**config.mk**
```make
export PLATFORM = sky130hd
export DESIGN_NAME = sop_logic_array
export DESIGN_NICKNAME = d
export VERILOG_FILES = /design/src/rtl/sop_array_pkg.sv /design/src/rtl/sop_term_store.sv /design/src/rtl/sop_and_plane.sv /design/src/rtl/sop_or_plane.sv /design/src/rtl/sop_logic_array.sv
export SDC_FILE = /design/constraint.sdc
export NUM_CORES = 1
export LEC_CHECK = 0
export BUFFER_PORTS_ARGS = -buffer_cell sky130_fd_sc_hd__buf_2
export CAP_MARGIN = 40
export CORE_UTILIZATION = 62
export DETAILED_ROUTE_END_ITERATION = 6
export PLACE_DENSITY = 0.88
export SYNTH_ARGS = -nofsm -noshare
export SYNTH_HDL_FRONTEND = slang
export SYNTH_SLANG_ARGS = --single-unit
```
**constraint.sdc**
```tcl
create_clock -name clk -period 1.69 [get_ports clk]
set_input_delay 0.169 -clock clk [delete_from_list [all_inputs] [get_ports clk]]
set_output_delay 0.169 -clock clk [all_outputs]
set_load 0.01 [all_outputs]
```
**src/rtl/sop_array_pkg.sv**
```systemverilog
package sop_array_pkg;

   typedef logic [1:0] lit_code_t;

   localparam lit_code_t LIT_FREE = 2'b00;
   localparam lit_code_t LIT_NEG  = 2'b01;
   localparam lit_code_t LIT_POS  = 2'b10;
   localparam lit_code_t LIT_KILL = 2'b11;

   // Upper bit demands a 1 on the input, lower bit demands a 0; both => never.
   function automatic logic lit_pass(input lit_code_t code, input logic x);
      return !(code[1] && !x) && !(code[0] && x);
   endfunction

endpackage

```
**src/rtl/sop_term_store.sv**
```systemverilog
module sop_term_store #(
   parameter int N_IN          = 4,
   parameter int N_TERM        = 16,
   parameter int N_OUT         = 4,
   parameter bit PAL_MODE      = 1'b0,
   parameter int TERMS_PER_OUT = 4,
   parameter int ROW_W         = 4,
   parameter int AND_W         = 2 * N_IN,
   parameter int DATA_W        = AND_W + N_OUT
) (
   input  logic                      clk,
   input  logic                      rst_n,
   input  logic                      wr_en,
   input  logic [ROW_W-1:0]          wr_row,
   input  logic [DATA_W-1:0]         wr_data,
   input  logic [ROW_W-1:0]          rd_row,
   output logic [DATA_W-1:0]         rd_data,
   output logic [N_TERM*AND_W-1:0]   and_flat,
   output logic [N_TERM*N_OUT-1:0]   or_flat
);

   logic [N_TERM-1:0][DATA_W-1:0] row_q;

   function automatic logic [N_OUT-1:0] keep_mask(input int t);
      logic [N_OUT-1:0] m;
      m = '0;
      for (int j = 0; j < N_OUT; j++) begin
         m[j] = PAL_MODE ? ((t / TERMS_PER_OUT) == j) : 1'b1;
      end
      return m;
   endfunction

   always_ff @(posedge clk) begin
      if (!rst_n) begin
         row_q <= '0;
      end else if (wr_en) begin
         for (int t = 0; t < N_TERM; t++) begin
            if (int'(wr_row) == t) begin
               row_q[t] <= {wr_data[DATA_W-1:AND_W] & keep_mask(t),
                            wr_data[AND_W-1:0]};
            end
         end
      end
   end

   always_comb begin
      rd_data = '0;
      for (int t = 0; t < N_TERM; t++) begin
         if (int'(rd_row) == t) rd_data = row_q[t];
      end
   end

   for (genvar t = 0; t < N_TERM; t++) begin : g_flat
      assign and_flat[t*AND_W +: AND_W] = row_q[t][AND_W-1:0];
      assign or_flat[t*N_OUT +: N_OUT]  = row_q[t][DATA_W-1:AND_W];
   end

   // a write lands its literal codes in the addressed row on the next edge
   assert_write_lands_R6: assert property (@(posedge clk) disable iff (!rst_n)
      (wr_en && int'(wr_row) < N_TERM) |=>
         (row_q[$past(wr_row)][AND_W-1:0] == $past(wr_data[AND_W-1:0])));

   // without a write enable nothing in the matrix moves
   assert_hold_without_write_R6: assert property (@(posedge clk) disable iff (!rst_n)
      !wr_en |=> $stable(row_q));

   if (PAL_MODE) begin : g_pal_guard
      for (genvar t = 0; t < N_TERM; t++) begin : g_row
         // connect bits outside the owning output stay clear
         assert_foreign_or_zero_R8: assert property (@(posedge clk) disable iff (!rst_n)
            (row_q[t][DATA_W-1:AND_W] & ~keep_mask(t)) == '0);
      end
   end

endmodule

```
**src/rtl/sop_and_plane.sv**
```systemverilog
module sop_and_plane
   import sop_array_pkg::*;
#(
   parameter int N_IN   = 4,
   parameter int N_TERM = 16,
   parameter int AND_W  = 2 * N_IN
) (
   input  logic                    clk,
   input  logic                    rst_n,
   input  logic [N_IN-1:0]         in_vec,
   input  logic [N_TERM*AND_W-1:0] and_flat,
   output logic [N_TERM-1:0]       term_vec
);

   always_comb begin
      for (int t = 0; t < N_TERM; t++) begin
         term_vec[t] = 1'b1;
         for (int i = 0; i < N_IN; i++) begin
            term_vec[t] &= lit_pass(lit_code_t'(and_flat[t*AND_W + 2*i +: 2]), in_vec[i]);
         end
      end
   end

   logic [N_TERM-1:0] kill_any;
   logic [N_TERM-1:0] all_free;

   always_comb begin
      for (int t = 0; t < N_TERM; t++) begin
         kill_any[t] = 1'b0;
         for (int i = 0; i < N_IN; i++) begin
            kill_any[t] |= (and_flat[t*AND_W + 2*i +: 2] == LIT_KILL);
         end
         all_free[t] = (and_flat[t*AND_W +: AND_W] == '0);
      end
   end

   for (genvar t = 0; t < N_TERM; t++) begin : g_chk
      // a kill code anywhere in the term pins it low
      assert_kill_code_R2: assert property (@(posedge clk) disable iff (!rst_n)
         kill_any[t] |-> !term_vec[t]);
      // a term with no participating inputs is a constant 1
      assert_free_term_R3: assert property (@(posedge clk) disable iff (!rst_n)
         all_free[t] |-> term_vec[t]);
   end

endmodule

```
**src/rtl/sop_or_plane.sv**
```systemverilog
module sop_or_plane #(
   parameter int N_TERM        = 16,
   parameter int N_OUT         = 4,
   parameter bit PAL_MODE      = 1'b0,
   parameter int TERMS_PER_OUT = 4
) (
   input  logic                    clk,
   input  logic                    rst_n,
   input  logic [N_TERM-1:0]       term_vec,
   input  logic [N_TERM*N_OUT-1:0] or_flat,
   output logic [N_OUT-1:0]        out_vec
);

   if (PAL_MODE) begin : g_pal
      // Each OR gate only sees its own block of terms.
      for (genvar j = 0; j < N_OUT; j++) begin : g_out
         logic [TERMS_PER_OUT-1:0] hit;
         for (genvar k = 0; k < TERMS_PER_OUT; k++) begin : g_term
            localparam int T = j * TERMS_PER_OUT + k;
            assign hit[k] = term_vec[T] & or_flat[T*N_OUT + j];
         end
         assign out_vec[j] = |hit;
      end
   end else begin : g_pla
      always_comb begin
         for (int j = 0; j < N_OUT; j++) begin
            out_vec[j] = 1'b0;
            for (int t = 0; t < N_TERM; t++) begin
               out_vec[j] |= term_vec[t] & or_flat[t*N_OUT + j];
            end
         end
      end
   end

   logic [N_OUT-1:0] col_used;
   always_comb begin
      for (int j = 0; j < N_OUT; j++) begin
         col_used[j] = 1'b0;
         for (int t = 0; t < N_TERM; t++) col_used[j] |= or_flat[t*N_OUT + j];
      end
   end

   for (genvar j = 0; j < N_OUT; j++) begin : g_chk
      // an output with an empty column never rises
      assert_empty_column_R3: assert property (@(posedge clk) disable iff (!rst_n)
         !col_used[j] |-> !out_vec[j]);
   end

endmodule

```
**src/rtl/sop_logic_array.sv**
```systemverilog
module sop_logic_array #(
   parameter int N_IN          = 4,
   parameter int N_TERM        = 16,
   parameter int N_OUT         = 4,
   parameter bit PAL_MODE      = 1'b0,
   parameter int TERMS_PER_OUT = 4,
   localparam int ROW_W        = (N_TERM > 1) ? $clog2(N_TERM) : 1,
   localparam int AND_W        = 2 * N_IN,
   localparam int DATA_W       = AND_W + N_OUT
) (
   input  logic              clk,
   input  logic              rst_n,
   input  logic              cfg_we,
   input  logic [ROW_W-1:0]  cfg_row,
   input  logic [DATA_W-1:0] cfg_data,
   input  logic [ROW_W-1:0]  rd_row,
   output logic [DATA_W-1:0] rd_data,
   input  logic [N_IN-1:0]   in_vec,
   output logic [N_OUT-1:0]  out_vec
);

   if (N_IN < 1 || N_TERM < 1 || N_OUT < 1) begin : g_bad_size
      $error("sop_logic_array: sizes must be positive");
   end
   if (PAL_MODE && (TERMS_PER_OUT < 1 || N_TERM < N_OUT * TERMS_PER_OUT)) begin : g_bad_pal
      $error("sop_logic_array: restricted mode needs N_OUT*TERMS_PER_OUT terms");
   end

   logic [N_TERM*AND_W-1:0] and_flat;
   logic [N_TERM*N_OUT-1:0] or_flat;
   logic [N_TERM-1:0]       term_vec;

   sop_term_store #(
      .N_IN(N_IN), .N_TERM(N_TERM), .N_OUT(N_OUT), .PAL_MODE(PAL_MODE),
      .TERMS_PER_OUT(TERMS_PER_OUT), .ROW_W(ROW_W), .AND_W(AND_W), .DATA_W(DATA_W)
   ) u_store (
      .clk(clk), .rst_n(rst_n),
      .wr_en(cfg_we), .wr_row(cfg_row), .wr_data(cfg_data),
      .rd_row(rd_row), .rd_data(rd_data),
      .and_flat(and_flat), .or_flat(or_flat)
   );

   sop_and_plane #(
      .N_IN(N_IN), .N_TERM(N_TERM), .AND_W(AND_W)
   ) u_and (
      .clk(clk), .rst_n(rst_n),
      .in_vec(in_vec), .and_flat(and_flat), .term_vec(term_vec)
   );

   sop_or_plane #(
      .N_TERM(N_TERM), .N_OUT(N_OUT), .PAL_MODE(PAL_MODE), .TERMS_PER_OUT(TERMS_PER_OUT)
   ) u_or (
      .clk(clk), .rst_n(rst_n),
      .term_vec(term_vec), .or_flat(or_flat), .out_vec(out_vec)
   );

endmodule

```
* Word level (Yosys, flattened, before mapping)
Cells that the tools add are included.
** Word-level totals
- Memories kept :: 0
- Output and inout port bits :: 16
- Register bits after elaboration :: 192
- Latch bits :: 0
- Logic and storage cells :: 576
- Input bits :: 27
- Memory bits (read-only) :: 0
- Bits in writable memories :: 0
** Cells by class
- Muxes and demuxes :: 16
- Div/mod/pow operators :: 0
- Reduce and logical (&&, ||, !) cells :: 342
- Add/subtract/negate cells :: 0
- Equal/unequal tests :: 30
- Bitwise operators :: 172
- Multipliers :: 0
- Shifts and indexed selects :: 0
- Magnitude comparators :: 0
** Operator list (count)
- $logic_and A1 B1 Y1 :: 192
- $mux W12 :: 16
- $logic_not A1 Y1 :: 132
- $and A1 B1 Y1 :: 112
- $eq A4 B4 Y1 const B :: 16
- $or A1 B1 Y1 :: 60
- $eq A4 B3 Y1 const B :: 8
- $reduce_and A2 Y1 :: 16
- $eq A4 B2 Y1 const B :: 4
- $eq A4 B1 Y1 const B :: 2
- $logic_not A4 Y1 :: 2

* Logic depth before layout (Yosys ltp)
- Depth in word-level cells :: 23
- Gate-level depth with buffers :: 8
- Depth with buffers taken out :: 5

* Hierarchy
Synthesis repeated with hierarchy kept, for this count alone.
** Unflattened totals
- Cells, all modules :: 1109
- Area total of the unflattened synthesis :: 10500.1 µm²
** Modules (own cells, without submodules)
- sop_term_store :: cells an instance 985, area an instance 9286.4 µm², seq. area each 3843.7 µm², times used 1
- sop_and_plane :: cells an instance 88, area an instance 883.3 µm², seq. area each 0.0 µm², times used 1
- sop_or_plane :: cells an instance 36, area an instance 330.3 µm², seq. area each 0.0 µm², times used 1

* Least setup slack after synthesis
OpenSTA, ideal clock, no wires.
- Kind :: input-to-output
- Start :: in rd_row[2]
- End :: out rd_data[4]
- Slack :: 0.033 ns
- Data arrival time :: 1.488 ns
- Cell stages on the path :: 7
- Path buffers :: 2
- Data required time :: 1.521 ns
- Cell sequence :: buf_2 nor3b_1 buf_2 a21o_1 a222oi_1 o21bai_1 a222oi_1
** Between the ends
- Cells in the longest elaborated chain, start to end :: 17
- Elaborated cells between the ends (all ways) :: 32
- Classes of those cells :: eq/ne (15); mux (16); reduce/logical (1)
** RTL lines
- from (decl) :: line sop_logic_array.sv:16 : input logic [ROW_W-1:0] rd_row,
- $logic_not A4 Y1 :: line sop_term_store.sv:49 : if (int'(rd_row) == t) rd_data = row_q[t];
- $mux W12 (15 in a row) :: line sop_term_store.sv:49
- $mux W12 * :: line sop_term_store.sv:49
- to (decl) :: line sop_logic_array.sv:17 : output logic [DATA_W-1:0] rd_data,
Mark *: on every way between the ends. The rest lies on a longest branch, timed or not.

* Final worst setup path
- Start :: reg u_store.row_q (netlist bit u_store.or_flat[11])
- End :: out rd_data[11]
** Between the ends
- Cells in the longest elaborated chain, start to end :: 14
** RTL lines
- from (decl) :: line sop_term_store.sv:22 : logic [N_TERM-1:0][DATA_W-1:0] row_q;
- from (signal, indexed assignment) :: line sop_term_store.sv:39 : row_q[t] <= {wr_data[DATA_W-1:AND_W] & keep_mask(t),
- $mux W12 (14 in a row) :: line sop_term_store.sv:49
Every way passes these cells.

==> summary.txt <==
Status
  – Status: finished with violations
  – Failing checks: design-rule violations, negative setup slack

Die
  – I/O pin count: 43
  – Full die area: between 15000 and 20000 um2
  – Die height: about 130 um
  – # rows: 47
  – Die X: approximately 130 um
  – Initial Utilization: 0.635
  – CORE AREA: between 15000 and 20000 um2

GRT
  – Total Routing Usage GR: 0.452
  – Global-route wire length before repair: 59200 um
  – Total gr overflow: 0
  – Initial antenna violation count: 2
  – Largest net degree at the start of global routing: 99
  – Number of global-route vias before repair: approximately 10000

Clock network
  – TritonCTS clock tree: yes
  – CTS Buf Count: 17
  – Clk buf depth: 2
  – CTS H-Tree Depth: 4
  – CTS Hold Bufs: 0
  – Worst-Skew Late Latency: around 450 ps
  – Clock transition at the registers of the reported paths: approximately 70 ps
  – CTS Sinks: approximately 190
  – CTS root buffer: clkbuf_16

Detailed routing
  – Drt drc: 19
  – WL final: roughly 40000 um
  – Post-route ant nets: 0
  – DRT Pass-1 Iters: 7
  – Via density: approximately 6.6
  – Vias: ~10000
  – Wire per inst: ~26 um
  – DRT iter0 DRCs: 1405

Logic synthesis
  – Synth cell count leaders: mux2i_1, dfxtp_1, nor2b_1, nand2_1, clkbuf_1
  – Post-Syn Nets: about 1100
  – Synthesized area per cell: 9.42 um2
  – Top FF cell, synth: dfxtp_1
  – Largest area contributor in the netlist: dfxtp_1
  – Synth async-reset ratio: 0
  – Number of synthesized flops with an enable pin: 0
  – Synth top area share: 0.365
  – Ranking of synthesized cells by area: dfxtp_1, mux2i_1, nor2b_1, nand2_1, a21boi_0
  – Seq/Total Area, Yosys: 0.365
  – Seq cells post-synth: 192
  – Post-synthesis cell type count: 58
  – Yosys Warn Count: 0
  – Count leader, synth: mux2i_1
  – Syn Inst Count: between 1000 and 1500
  – Synthesized area: 10500 um2

Critical path
  – Endpoint class of the critical path: output port
  – Critical Path RT: about 1500 ps
  – CP Launch Type: flip-flop
  – CP max FO: 2
  – Worst path arrival time: between 2000 and 2500 ps
  – Reg-to-Reg Start: u_store.and_flat[87]
  – Setup CP Type: flip-flop to output port
  – FF-to-FF path depth: 3
  – Worst flop-to-flop path endpoint: u_store.and_flat[87]
  – Register-to-register setup slack: 730 ps

STA
  – Slew HR: 0.638
  – Worst hold margin: 147 ps
  – TNS Setup: -7330 ps
  – Worst slew pin tran: roughly 540 ps
  – Slew Viols, Final: 0
  – Final worst setup slack: -624 ps
  – RSZ-0062 raised after global routing: true
  – Period utilisation layout: 1.37
  – Final min period: 2310 ps
  – Count of final setup violators: 16
  – Fmax: 432 MHz
  – Final Skew: 0 ps
  – Fin. Hold Viols: 0

Placed design
  – Final RePlAce weighted congestion: around 1.1
  – Placed insts: 1492
  – I/O Buffers: 42
  – Final HPWL DP: 26700 um

Layout
  – Cell Count, Final, Fillers Out: 1536
  – Area delta synth->final: 27.4%
  – # fillers: 948
  – Share of layout cells above drive strength 1: 0.340
  – Antenna cell count: 0
  – Final Net Count: roughly 1300

Pwr
  – Net Sw Power: around 2.8 mW
  – Flop pwr share: 0.449
  – Pint: 7.49 mW
  – PwrDens: about 770 nW/um2
  – Clock share of power: 0.413
  – Power consumption: about 10 mW
  – Lkg Pwr: roughly 5.5 nW
  – Switch share: 0.275
  – Worst IR Drop VDD: approximately 1000 uV
  – Combinational power share: 0.139

Hold path
  – Worst Hold End: u_store.or_flat[15]
  – HP Class: input port to flip-flop
  – Hold path cells: 3
  – Hold path start: cfg_data[11]

Job
  – Max-cap viol count: 0
[repair_timing]
| action | 4_1_cts | 5_1_grt |
|---|---|---|
| pin swaps | 42 | 15 |
| setup endpoints to repair | 16 | 16 |
| gates cloned | 0 | 0 |
| resized for setup | 145 | 31 |
| buffers inserted | 10 | 4 |
[per-layer routing]
layer,vias up,track usage,share of wire
li1,4368,-,-
met5,-,0,0.00030
met2,758,0.697,0.44
met3,193,0.133,0.12
met4,2,0.264,0.057
met1,4836,0.563,0.38
[worst max path at each step]
stage / slack, ps / to / start / cells after the start
5_1_grt: -670 / rd_data[11] / u_store.or_flat[15] / 6
6_report: -620 / rd_data[11] / u_store.or_flat[11] / 6
2_1_floorplan: 30 / rd_data[4] / rd_row[2] / 7
3_3_place_gp: -410 / rd_data[11] / rd_row[1] / 8
4_1_cts: -620 / rd_data[11] / u_store.or_flat[11] / 6
3_5_place_dp: -380 / rd_data[11] / rd_row[1] / 8
[worst max-delay path, stage by stage, from the launching register on]
cell and delay, ps:
dfxtp_2 330, mux4_2 490, o21bai_4 190, a311oi_1 220
a221oi_1 100, o22a_1 210, buf_2 150
[sequential cells by signal, summed over array words and instances (netlist names)]
name	cells
u_store.or_flat	64
u_store.and_flat	128
[stage by stage]
| stage | worst slack [ps] | instance area [um2] | utilization |
|---|---|---|---|
| after floorplan | 32.6 | 10500 | - |
| after global placement | -410 | 12300 | 0.739 |
| after detailed placement | -378 | 12300 | 0.739 |
| after CTS | -619 | 13300 | 0.799 |
| after global routing | -671 | 13400 | 0.808 |
| final | -624 | 13400 | 0.808 |
[cell families after synthesis]
kind of cell / synth area share
compound gates: 0.138
simple gates: 0.187
flops: 0.365
mux: 0.260
buf+inv: 0.0489
[placed cells by master (no fill, tap or decap), types with 30 or more instances in the layout]
| cell type | n |
|---|---|
| mux2i_1 | 238 |
| buf_4 | 198 |
| dfxtp_1 | 124 |
| o21ai_0 | 30 |
| nor2_1 | 32 |
| nor2b_1 | 150 |
| a21boi_0 | 34 |
| buf_2 | 40 |
| dfxtp_2 | 63 |
| nand2_1 | 116 |
[layout make-up]
cell class	count	area [um2]	area share
Multi-Input combinational cell	826	6500	0.485
Sequential cell	192	3940	0.294
Timing Repair Buffer	261	2070	0.154
Clock buffer	20	457	0.0341
Tap cell	220	275	0.0205
Clock inverter	12	144	0.0107
Inverter	5	18.8	0.00140
[power groups by stage]
stage	registers (mW)	clock network, mW	logic [mW]
global placement	4.73	0	1.24
finish	4.63	4.26	1.43
detailed placement	4.73	0	1.26
CTS	4.62	4.25	1.34
global route	4.63	4.42	1.46
floorplan	4.72	0	0.738
Power figures use the tool's default switching activity.
